===== src/rtl/frt_pkg.sv =====
package frt_pkg;

    typedef enum logic [1:0] {
        PH_0 = 2'd0,
        PH_1 = 2'd1,
        PH_2 = 2'd2,
        PH_3 = 2'd3
    } phase_t;

    typedef enum logic {
        LAT_LIVE = 1'b0,
        LAT_HELD = 1'b1
    } latch_t;

endpackage


===== src/rtl/frt_prescaler.sv =====
module frt_prescaler
    import frt_pkg::*;
(
    input  logic clk,
    input  logic rst_n,
    output logic tick
);

    phase_t phase_q;
    phase_t phase_d;

    // state register
    always_ff @(posedge clk or negedge rst_n) begin
        if (!rst_n) phase_q <= PH_0;
        else        phase_q <= phase_d;
    end

    // next-state logic
    always_comb begin
        phase_d = phase_q;
        unique case (phase_q)
            PH_0: phase_d = PH_1;
            PH_1: phase_d = PH_2;
            PH_2: phase_d = PH_3;
            PH_3: phase_d = PH_0;
            default: phase_d = PH_0;
        endcase
    end

    // output logic
    always_comb begin
        tick = 1'b0;
        unique case (phase_q)
            PH_3:    tick = 1'b1;
            default: tick = 1'b0;
        endcase
    end

endmodule


===== src/rtl/frt_counter.sv =====
module frt_counter #(
    parameter int          CNT_W     = 16,
    parameter logic [15:0] RESET_VAL = 16'hFFFC
) (
    input  logic             clk,
    input  logic             rst_n,
    input  logic             tick,
    input  logic             ovf_clr,
    output logic [CNT_W-1:0] cnt,
    output logic             ovf_flag
);

    localparam logic [CNT_W-1:0] ALL_ONES = {CNT_W{1'b1}};
    localparam logic [CNT_W-1:0] INIT     = CNT_W'(RESET_VAL);

    logic [CNT_W-1:0] cnt_q;
    logic             flag_q;
    logic             wrap;

    assign wrap = tick && (cnt_q == ALL_ONES);

    always_ff @(posedge clk or negedge rst_n) begin
        if (!rst_n)    cnt_q <= INIT;
        else if (tick) cnt_q <= cnt_q + 1'b1;
    end

    // wrap sets the flag; only the clear input drops it
    always_ff @(posedge clk or negedge rst_n) begin
        if (!rst_n)       flag_q <= 1'b0;
        else if (wrap)    flag_q <= 1'b1;
        else if (ovf_clr) flag_q <= 1'b0;
    end

    assign cnt      = cnt_q;
    assign ovf_flag = flag_q;

endmodule


===== src/rtl/frt_rd_latch.sv =====
module frt_rd_latch
    import frt_pkg::*;
#(
    parameter int BYTE_W = 8
) (
    input  logic              clk,
    input  logic              rst_n,
    input  logic              hi_rd,
    input  logic              lo_rd,
    input  logic [BYTE_W-1:0] live_lo,
    output logic [BYTE_W-1:0] lo_view,
    output logic              held,
    output logic [BYTE_W-1:0] hold_byte
);

    latch_t            st_q;
    latch_t            st_d;
    logic [BYTE_W-1:0] hold_q;
    logic              capture;

    // state register
    always_ff @(posedge clk or negedge rst_n) begin
        if (!rst_n) st_q <= LAT_LIVE;
        else        st_q <= st_d;
    end

    always_ff @(posedge clk or negedge rst_n) begin
        if (!rst_n)       hold_q <= '0;
        else if (capture) hold_q <= live_lo;
    end

    // next state and capture strobe
    always_comb begin
        st_d    = st_q;
        capture = 1'b0;
        unique case (st_q)
            LAT_LIVE: begin
                if (hi_rd) begin
                    st_d    = LAT_HELD;
                    capture = 1'b1;
                end
            end
            LAT_HELD: begin
                if (lo_rd) st_d = LAT_LIVE;
            end
            default: st_d = LAT_LIVE;
        endcase
    end

    // outputs
    always_comb begin
        lo_view = live_lo;
        held    = 1'b0;
        unique case (st_q)
            LAT_LIVE: begin
                lo_view = live_lo;
                held    = 1'b0;
            end
            LAT_HELD: begin
                lo_view = hold_q;
                held    = 1'b1;
            end
            default: begin
                lo_view = live_lo;
                held    = 1'b0;
            end
        endcase
    end

    assign hold_byte = hold_q;

endmodule


===== src/rtl/freerun_timer.sv =====
module freerun_timer #(
    parameter int                ADDR_W    = 4,
    parameter logic [ADDR_W-1:0] BASE_ADDR = '0,
    parameter int                BYTE_W    = 8,
    parameter logic [15:0]       RESET_VAL = 16'hFFFC
) (
    input  logic              clk,
    input  logic              rst_n,
    input  logic [ADDR_W-1:0] bus_addr,
    input  logic              rd_en,
    input  logic              wr_en,
    input  logic [BYTE_W-1:0] wr_data,
    output logic [BYTE_W-1:0] rd_data,
    input  logic              ovf_clr,
    output logic              ovf_flag
);

    localparam int                CNT_W   = 2 * BYTE_W;
    localparam logic [ADDR_W-1:0] HI_ADDR = BASE_ADDR;
    localparam logic [ADDR_W-1:0] LO_ADDR = BASE_ADDR + 1'b1;

    logic              tick;
    logic [CNT_W-1:0]  cnt_q;
    logic              hi_sel;
    logic              lo_sel;
    logic [BYTE_W-1:0] lo_view;
    logic              lat_held;
    logic [BYTE_W-1:0] hold_byte;
    logic [BYTE_W-1:0] rd_q;
    logic              unused_wr;

    // writes have no target in this block
    assign unused_wr = ^{wr_en, wr_data};

    assign hi_sel = (bus_addr == HI_ADDR);
    assign lo_sel = (bus_addr == LO_ADDR);

    frt_prescaler u_presc (
        .clk   (clk),
        .rst_n (rst_n),
        .tick  (tick)
    );

    frt_counter #(
        .CNT_W     (CNT_W),
        .RESET_VAL (RESET_VAL)
    ) u_cnt (
        .clk      (clk),
        .rst_n    (rst_n),
        .tick     (tick),
        .ovf_clr  (ovf_clr),
        .cnt      (cnt_q),
        .ovf_flag (ovf_flag)
    );

    frt_rd_latch #(
        .BYTE_W (BYTE_W)
    ) u_lat (
        .clk       (clk),
        .rst_n     (rst_n),
        .hi_rd     (rd_en && hi_sel),
        .lo_rd     (rd_en && lo_sel),
        .live_lo   (cnt_q[BYTE_W-1:0]),
        .lo_view   (lo_view),
        .held      (lat_held),
        .hold_byte (hold_byte)
    );

    always_ff @(posedge clk or negedge rst_n) begin
        if (!rst_n) begin
            rd_q <= '0;
        end else if (rd_en) begin
            if (hi_sel)      rd_q <= cnt_q[CNT_W-1:BYTE_W];
            else if (lo_sel) rd_q <= lo_view;
            else             rd_q <= '0;
        end
    end

    assign rd_data = rd_q;

endmodule


===== config.mk =====
export PLATFORM = sky130hd
export DESIGN_NAME = freerun_timer
export DESIGN_NICKNAME = d
export VERILOG_FILES = /design/src/rtl/frt_pkg.sv /design/src/rtl/frt_prescaler.sv /design/src/rtl/frt_counter.sv /design/src/rtl/frt_rd_latch.sv /design/src/rtl/freerun_timer.sv
export SDC_FILE = /design/constraint.sdc
export NUM_CORES = 1
export LEC_CHECK = 0
export BUFFER_PORTS_ARGS = -buffer_cell sky130_fd_sc_hd__clkbuf_2
export CAP_MARGIN = 30
export CORE_MARGIN = 3
export CORE_UTILIZATION = 60
export CTS_BUF_LIST = sky130_fd_sc_hd__clkbuf_4 sky130_fd_sc_hd__clkbuf_8
export DETAILED_ROUTE_END_ITERATION = 12
export PLACE_DENSITY_LB_ADDON = 0.25
export SLEW_MARGIN = 15
export SYNTH_ARGS = -nofsm -noshare
export SYNTH_HDL_FRONTEND = slang
export SYNTH_SLANG_ARGS = --single-unit

===== constraint.sdc =====
create_clock -name clk -period 3.7 [get_ports clk]
set_input_delay 0.37 -clock clk [delete_from_list [all_inputs] [get_ports clk]]
set_output_delay 0.37 -clock clk [all_outputs]
set_load 0.1 [all_outputs]

==> results.toml, run 1 <==
[grt]
grt_pass1_vias = 1113
grt_max_degree = 37
track_usage = 0.198
grt_overflow_total = 0
antenna_found_initial = 0
grt_pass1_wl_mm = 4.93

[route]
routedWlPerCell_um = 15.1
wl_met1_mm = 1.25
highest_layer = "met4"
wl_met3_um = 68
vias_per_cell = 5.57
met2WireLength_mm = 1.37
ant_nets = 0
drt_iter0_drc = 35
drc = 0
dr_total_vias = 1031
drtPass1Iterations = 4
wirelength_mm = 2.79

[timing]
final-setup-viol-count = 0
max_freq_mhz = 469
tightest_slew_ps = 876
slew_headroom = 0.410
hold_ws_ps = 119
final_hold_viol_count = 0
tns_ps = 0
fin_crit_ps = 2130
maxSlewViolCount = 0
post-route-period-util = 0.577
finalClockSkew_ps = 1.02
rsz0062_at_grt = "no"

[floorplan]
boundaryPins = 26
start_util = 0.645
rows = 18
core-area_um2 = 2540
die_area_um2 = 3400
fp.dieH_um = 58.3
die_w_um = 58.3

[worst_setup_path]
reg2reg_from = "u_presc.phase_q[1]$_DFF_PN0_"
critical_path_arrival_ps = 2410
critPathRequiredTime_ps = 3970
cp_slowest_stage_delay_ps = 790
crit_path_end_kind = "flop"
critical_path_class = "flop to flop"
start_kind = "flop"
cp_cell_sequence = "ha_1 > nand4_1 > nor4_1 > and3_1 > xor2_1"
crit_fanout = 7
crit_start = "u_presc.phase_q[1]$_DFF_PN0_"
path_buf_inv = 0
cp_slowest_cell = "nor4_1"
crit_family = "simple AND/OR/NAND/NOR gates"

[clock_tree]
clock-sinks = 36
postCtsSetupRepairBufs = 0
cts_max_level = 2
postCtsHoldBufs = 0
clk_pin_slew_ps = 100
cts_tree = "yes"
root_buffer = "clkbuf_4"
clock_latency_ps = 340
cts_buffers = 5
clockBufferDepth = 2
cts_resized = 0

[yosys]
ys.flop_type = "dfrtp_1"
synthesis.nets = 156
ys_types = 28
netlist_area_um2 = 1640
synthArstFlopShare = 1.00
synth-edff-count = 0
yosys_warnings = 0
syn_inst = 135
syn-mean-instance-area_um2 = 12.2
ys_seq_area_frac = 0.560
synth_seq_cells = 36

[layout]
layout.nets = 175
antennaDiodeCount = 0
n_fill_cell = 180
area_growth_syn_to_layout_pct = 10.2
regArea_um2 = 918
drive_gt1_frac = 0.323
multi_input_area_um2 = 691

[power]
ir_drop_uv = 355
cellPowerDensity_nw_per_um2 = 389
p_leak_nw = 0.870
power_w = 0.000703

[placed_design]
dp.final_hpwl_mm = 2.04
gp_congestion = 0.755
io_buffers = 16

[job]
cap_violations = 0

[run_status]
status = "finished clean"

[hold_path]
hp-class = "input pin to asynchronous set/reset pin"
==> power breakdown <==
group	leakage (nW)	switching (W)	internal (W)
clock network	0.0394	0.000122	0.000108
logic	0.390	0.0000281	0.0000232
registers	0.441	0.0000154	0.000407
==> Yosys cell counts (2+ instances only) <==
cell type  instances  area [um2]
inv_1              4        15.0
and3_1             2        12.5
nand4_1            5        31.3
nor2_1             2        7.51
nand2_1            7        26.3
dfstp_2           14         368
and4_1             2        17.5
dfrtp_1           22         551
mux2i_1            8        80.1
clkbuf_1           2        7.51
xor2_1             5        43.8
ha_1               4        50.1
and2b_1            8        60.1
nand3_1            4        20.0
o21ai_0            9        45.0
a21oi_1            8        40.0
xnor2_1           10        87.6
mux2_2             9         101
==> final cells by class <==
| class | count | area share |
|---|---|---|
| inverter | 4 | 0.00830 |
| timing repair buffer | 16 | 0.0443 |
| multi-input combinational | 91 | 0.382 |
| sequential | 36 | 0.508 |
| clock buffer | 8 | 0.0367 |
| tap | 30 | 0.0208 |
==> through the flow <==
stage               instance area (um2)  utilization  instances  setup WS, ps
floorplan                          1640            -        135          2000
global placement                   1740        0.684        177          1730
detailed placement                 1740        0.684        177          1630
CTS                                1810        0.710        185          1580
global route                       1810        0.710        185          1450
finish                             1810        0.710        185          1570
==> logic make-up (layout without fill, tap and decap cells) <==
family	after synthesis	count (layout)	share of synthesized area
simple gates	37	37	0.143
flops	36	36	0.560
compound gates	18	18	0.0564
mux	17	17	0.111
xor+xnor	15	15	0.0801
buf+inv	8	28	0.0191
fa+ha+maj	4	4	0.0305
==> flip-flops by register name, summed over array words and instances (netlist names) <==
register and flops:
u_cnt.ovf_flag 1, u_lat.st_q 1, u_lat.hold_byte 8, u_presc.phase_q 2, rd_data 8, u_cnt.cnt 16
==> placed cells by master, fill, tap and decap left out, types with 4 or more instances in the layout <==
master    count
a21oi_1       8
and2b_1       8
clkbuf_2     16
clkbuf_4      7
dfrtp_1      22
dfstp_2      14
ha_1          4
inv_1         4
mux2_2        9
mux2i_1       8
nand2_1       7
nand3_1       4
nand4_1       5
o21ai_0       9
xnor2_1      10
xor2_1        5
==> worst paths after layout <==
path	endpoint	slack, ps	cells after the start
max in group asynchronous	rd_data[7]$_DFFE_PN0P_	3050	1
hold reg to reg	u_cnt.cnt[10]$_DFFE_PN1P_	510	1
setup reg to reg	u_cnt.cnt[11]$_DFFE_PN1P_	1570	5
setup / recovery	u_cnt.cnt[11]$_DFFE_PN1P_	1570	5
min in group clk	u_cnt.ovf_flag$_DFFE_PN0P_	220	2
hold / removal	u_cnt.ovf_flag$_DFFE_PN0P_	120	1
==> per-layer routing <==
layer / track usage / vias up
li1: - / 505
met5: 0 / -
met3: 0.0512 / 10
met4: 0.132 / 0
met2: 0.309 / 15
met1: 0.238 / 501
Power figures use the tool's default switching activity.
==> inputs of run 2 (changes only) <==
--- a/config.mk
+++ b/config.mk
@@ -5,10 +5,11 @@
 export SDC_FILE = /design/constraint.sdc
 export NUM_CORES = 1
 export LEC_CHECK = 0
+export ABC_AREA = 1
 export BUFFER_PORTS_ARGS = -buffer_cell sky130_fd_sc_hd__clkbuf_2
 export CAP_MARGIN = 30
 export CORE_MARGIN = 3
-export CORE_UTILIZATION = 60
+export CORE_UTILIZATION = 53
 export CTS_BUF_LIST = sky130_fd_sc_hd__clkbuf_4 sky130_fd_sc_hd__clkbuf_8
 export DETAILED_ROUTE_END_ITERATION = 12
 export PLACE_DENSITY_LB_ADDON = 0.25
==> constraint.sdc (replaced) <==
create_clock -name clk -period 1.8 [get_ports clk]
set_input_delay 0.18 -clock clk [delete_from_list [all_inputs] [get_ports clk]]
set_output_delay 0.18 -clock clk [all_outputs]
set_load 0.1 [all_outputs]
==> run 2 against run 1 <==
Fmax is 52% higher. Final area is 16% higher. Via count up 41%. Critical path type unchanged. Largest power group unchanged.
==> results.toml, run 2 <==
[run_status]
status = "finished clean"

[worst_setup_path]
start_kind = "flop"
critical_path_arrival_ps = 1670
crit_family = "simple AND/OR/NAND/NOR gates"
cp_slowest_stage_delay_ps = 400
crit_start = "u_presc.phase_q[1]$_DFF_PN0_"
crit_path_end_kind = "flop"
r2r_slack_ps = 400
cp_slowest_cell = "dfrtp_1"
critPathRequiredTime_ps = 2080
critical_path_class = "flop to flop"
cp_cell_sequence = "ha_1 > nand3_1 > nor2_2 > nand3_2 > o21ai_2"
reg2reg_from = "u_presc.phase_q[1]$_DFF_PN0_"
path_buf_inv = 0
crit_fanout = 7

[yosys]
netlist_area_um2 = 1860
syn_inst = 224
ys.flop_type = "dfrtp_1"
synth_area_leaders = "dfrtp_1 30%, dfstp_2 20%, nand2_1 17%, nand3_1 5.9%, inv_1 4.6%"
syn-mean-instance-area_um2 = 8.31
ys_seq_area_frac = 0.494
yosysTopAreaCell = "dfrtp_1"
synth_seq_cells = 36
ys_types = 25
yosysTopAreaCellShare = 0.296
synthTopCellsByCount = "86 x nand2_1, 23 x inv_1, 22 x dfrtp_1, 22 x nand3_1, 14 x dfstp_2"
synth-edff-count = 0
yosys_warnings = 0
synthesis.nets = 245
synthArstFlopShare = 1.00
synthMostInstantiatedCell = "nand2_1"

[route]
drt_iter0_drc = 65
dr_total_vias = 1454
wirelength_mm = 3.45
drtPass1Iterations = 4
wl_met1_mm = 1.62
vias_per_cell = 5.01
wl_met3_um = 133
highest_layer = "met4"
ant_nets = 0
drc = 0
met2WireLength_mm = 1.64
routedWlPerCell_um = 11.9

[timing]
final_hold_viol_count = 0
tightest_slew_ps = 553
hold_ws_ps = 76.7
post-route-period-util = 0.778
tns_ps = 0
finalClockSkew_ps = 6.87
fin_crit_ps = 1400
max_freq_mhz = 714
maxSlewViolCount = 0
rsz0062_at_grt = "no"
final-setup-viol-count = 0
slew_headroom = 0.633

[layout]
layout.nets = 266
final_cell_mix = "86 x nand2_1, 23 x inv_1, 22 x nand3_1, 22 x dfrtp_1, 16 x clkbuf_2"
drive_gt1_frac = 0.232
final_common_cell = "nand2_1"
antennaDiodeCount = 0
area_growth_syn_to_layout_pct = 12.4
largest_reg_flops = 16
n_fill_cell = 287

[floorplan]
die_w_um = 65.3
rows = 20
start_util = 0.581
die_area_um2 = 4260
core-area_um2 = 3200
boundaryPins = 26
fp.dieH_um = 65.3

[clock_tree]
cts_buffers = 5
root_buffer = "clkbuf_4"
clock_latency_ps = 340
postCtsSetupRepairBufs = 0
cts_max_level = 2
clk_pin_slew_ps = 110
clockBufferDepth = 2
cts_tree = "yes"
clock-sinks = 36

[grt]
grt_pass1_wl_mm = 6.21
antenna_found_initial = 0
grt_pass1_vias = 1449
grt_max_degree = 20
track_usage = 0.190
grt_overflow_total = 0

[power]
ir_drop_uv = 463
cellPowerDensity_nw_per_um2 = 771
p_leak_nw = 1.03

[hold_path]
hold_start = "ovf_clr"
hp-class = "input pin to flop"

[placed_design]
dp.final_hpwl_mm = 2.56
gp_congestion = 0.786
io_buffers = 16

[job]
cap_violations = 0
==> run 2: cell count changes after synthesis, moves of 3 or more <==
cell     before  now
xor2_1        5    8
nor2_4        0    4
nor2_1        2   10
nand2_1       7   86
nand3_1       4   22
nand2_2       0    5
inv_1         4   23
and2b_1       8    0
mux2i_1       8    0
mux2_2        9    0
o21ai_0       9    5
a21oi_1       8    0
xnor2_1      10    2
==> run 2: stage by stage <==
step | power, W | std cells | area, um2 | util | setup slack [ps]
global placement | 0.000988 | 281 | 1990 | 0.620 | 438
CTS | 0.00163 | 290 | 2090 | 0.653 | 370
finish | 0.00161 | 290 | 2090 | 0.653 | 400
floorplan | 0.000944 | 224 | 1860 | - | 610
detailed placement | 0.000990 | 281 | 1990 | 0.620 | 411
global route | 0.00168 | 290 | 2090 | 0.653 | 222
==> run 2: cells by family (layout without fill, tap and decap cells) <==
group	Yosys count	in the layout	synth area share
AO/OA/AOI/OAI	7	7	0.0208
XOR/XNOR	10	10	0.0471
adder cells (fa/ha/maj)	4	4	0.0269
buffers and inverters	28	50	0.0639
flip-flops	36	36	0.494
AND/OR/NAND/NOR	139	139	0.348
==> run 2: worst paths after layout <==
path / to / cells after the start
max in group asynchronous: u_cnt.cnt[13]$_DFFE_PN1P_ / 3
setup / recovery: u_cnt.ovf_flag$_DFFE_PN0P_ / 5
setup reg to reg: u_cnt.ovf_flag$_DFFE_PN0P_ / 5
hold reg to reg: u_lat.hold_byte[1]$_DFFE_PN0P_ / 2
hold / removal: u_cnt.ovf_flag$_DFFE_PN0P_ / 4
min in group asynchronous: u_lat.hold_byte[3]$_DFFE_PN0P_ / 2
==> run 2: metal layers <==
layer / vias to the layer above / global-route usage
met2: 29 / 0.316
met4: 0 / 0.0751
met5: - / 0
li1: 744 / -
met3: 6 / 0.0410
met1: 675 / 0.241
==> run 2: cell type report <==
cell class	count	area, um2	area share
Tap cell	44	55.1	0.0263
Clock inverter	1	30.0	0.0144
Sequential cell	36	918	0.439
Multi-Input combinational cell	160	823	0.394
Clock buffer	7	65.1	0.0311
Inverter	24	90.1	0.0431
Timing Repair Buffer	18	110	0.0526
==> run 2: timing repair <==
action / 4_1_cts / 5_1_grt
gates resized for setup: 0 / 0
hold endpoints to repair: 12 / 0
hold buffers: 1 / 0
==> run 2: worst min-delay path, cell delays in order <==
cell and delay [ps]:
clkbuf_2 80, inv_1 30, nand2_1 60, o21ai_2 50
==> run 2: report_power, final <==
group | switching [W] | total, W | internal (W)
combinational | 0.0000875 | 0.000121 | 0.0000339
sequential | 0.0000219 | 0.000854 | 0.000832
clock | 0.000268 | 0.000637 | 0.000369
total | 0.000378 | 0.00161 | 0.00123
==> inputs of run 3 (changes only) <==
--- a/config.mk
+++ b/config.mk
@@ -5,11 +5,11 @@
 export SDC_FILE = /design/constraint.sdc
 export NUM_CORES = 1
 export LEC_CHECK = 0
-export ABC_AREA = 1
+export ABC_AREA = 0
 export BUFFER_PORTS_ARGS = -buffer_cell sky130_fd_sc_hd__clkbuf_2
 export CAP_MARGIN = 30
 export CORE_MARGIN = 3
-export CORE_UTILIZATION = 53
+export CORE_UTILIZATION = 52
 export CTS_BUF_LIST = sky130_fd_sc_hd__clkbuf_4 sky130_fd_sc_hd__clkbuf_8
 export DETAILED_ROUTE_END_ITERATION = 12
 export PLACE_DENSITY_LB_ADDON = 0.25
==> constraint.sdc (replaced) <==
create_clock -name clk -period 1.25 [get_ports clk]
set_input_delay 0.125 -clock clk [delete_from_list [all_inputs] [get_ports clk]]
set_output_delay 0.125 -clock clk [all_outputs]
set_load 0.1 [all_outputs]
==> run 3 against run 2 <==
The run now ends with setup timing left. Sequential share of layout area is 3.1 points lower. Critical path depth is 1 lower. Utilization is 14 points higher. Largest cell class unchanged.
==> results.toml, run 3 (synthesized netlist as in run 1, its figures left out) <==
[timing]
final-setup-viol-count = 11
maxSlewViolCount = 0
finalClockSkew_ps = 2.39
post-route-period-util = 1.17
slew_headroom = 0.714
max_freq_mhz = 686
final_hold_viol_count = 0
fin_crit_ps = 1460
hold_ws_ps = 236
rsz0062_at_grt = "yes"
tightest_slew_ps = 429
worst_slack_ps = -209

[layout]
largest_reg_flops = 16
drive_gt1_frac = 0.532
final_area_um2 = 2270
layout.nets = 208
area_growth_syn_to_layout_pct = 38.6
final_cell_mix = "32 x buf_4, 14 x dfrtp_1, 14 x dfstp_2"
final_common_cell = "buf_4"
fin_util = 0.790
antennaDiodeCount = 0
final_cells = 230

[worst_setup_path]
critPathRequiredTime_ps = 1520
crit_path_end_kind = "flop"
critical_path_class = "flop to flop"
start_kind = "flop"
crit_fanout = 2
cp_slowest_cell = "dfstp_2"
critical_path_arrival_ps = 1730
cp_slowest_stage_delay_ps = 550
cp_cell_sequence = "nand4_1 > nor4_4 > and3_1 > xor2_1"

[placed_design]
dp.final_hpwl_mm = 2.46
gp_congestion = 0.772
io_buffers = 16
post_dp_cell_area_um2 = 2120
placedCellCount = 218

[grt]
track_usage = 0.191
grt_max_degree = 37
antenna_found_initial = 0
grt_pass1_vias = 1288
grt_overflow_total = 0
grt_pass1_wl_mm = 5.84

[run_status]
failed_checks = "setup timing"
status = "complete, but fails checks"

[route]
drt_iter0_drc = 31
vias_per_cell = 5.06
ant_nets = 0
drtPass1Iterations = 4
routedWlPerCell_um = 14.4
wirelength_mm = 3.32
dr_total_vias = 1163
drc = 0

[clock_tree]
root_buffer = "clkbuf_4"
clk_pin_slew_ps = 110
clock_latency_ps = 340
cts_buffers = 5
clock-sinks = 36
cts_max_level = 2
clockBufferDepth = 2
cts_tree = "yes"

[floorplan]
core-area_um2 = 2880
die_area_um2 = 3860
boundaryPins = 26
start_util = 0.570
fp.dieH_um = 62.2
die_w_um = 62.2
rows = 19

[hold_path]
hp-class = "input pin to flop"

[power]
p_leak_nw = 1.10
cellPowerDensity_nw_per_um2 = 995
ir_drop_uv = 1170

[job]
cap_violations = 0
run 3: timing repair:
item	CTS	global route
hold endpoints to repair	23	0
gates cloned	0	0
buffers inserted	0	2
endpoints found under the setup margin	12	16
hold buffers	2	0
pin swaps	9	3
resized for setup	7	2
run 3: path summary, 6_finish.rpt:
path / from / endpoint / slack, ps / cells past startpoint
setup / recovery: u_cnt.cnt[3]$_DFFE_PN1P_ / u_cnt.cnt[11]$_DFFE_PN1P_ / -210 / 4
hold / removal: bus_addr[1] / u_lat.st_q$_DFF_PN0_ / 240 / 4
setup reg to reg: u_cnt.cnt[3]$_DFFE_PN1P_ / u_cnt.cnt[11]$_DFFE_PN1P_ / -210 / 4
hold reg to reg: u_cnt.cnt[15]$_DFFE_PN1P_ / u_cnt.cnt[15]$_DFFE_PN1P_ / 510 / 1
max in group asynchronous: rst_n / u_cnt.cnt[3]$_DFFE_PN1P_ / 580 / 3
min in group asynchronous: rst_n / rd_data[2]$_DFFE_PN0P_ / 340 / 3
run 3: power by group:
part | internal, W | switching [W] | total [W]
Clock | 0.000441 | 0.000386 | 0.000826
Combinational | 0.0000992 | 0.000107 | 0.000206
Sequential | 0.00120 | 0.0000253 | 0.00123
run 3: critical path, delay by kind of cell, from the launching register on:
kind             cells  cell delay [ps]
XOR/XNOR             1              160
flip-flops           1              550
AND/OR/NAND/NOR      3              680
run 3: layout make-up:
type	count	area, um2
Clock buffer	6	45.0
Clock inverter	2	35.0
Fill cell	172	603
Inverter	4	15.0
Multi-Input combinational cell	91	751
Sequential cell	36	928
Tap cell	42	52.6
Timing Repair Buffer	49	447
run 3: layer usage:
metal | wire length (um) | global-route usage
met5 | 0 | 0
met4 | 66 | 0.0773
met3 | 102 | 0.0595
met2 | 1690 | 0.332
met1 | 1470 | 0.220
run 3: through the flow:
step           TNS (ps)  power, W  worst slack, ps
2_1_floorplan     -2610   0.00137             -192
3_3_place_gp      -4600   0.00145             -246
3_5_place_dp      -5350   0.00145             -280
4_1_cts           -1560   0.00229             -195
5_1_grt           -2840   0.00237             -306
6_report          -1560   0.00226             -209
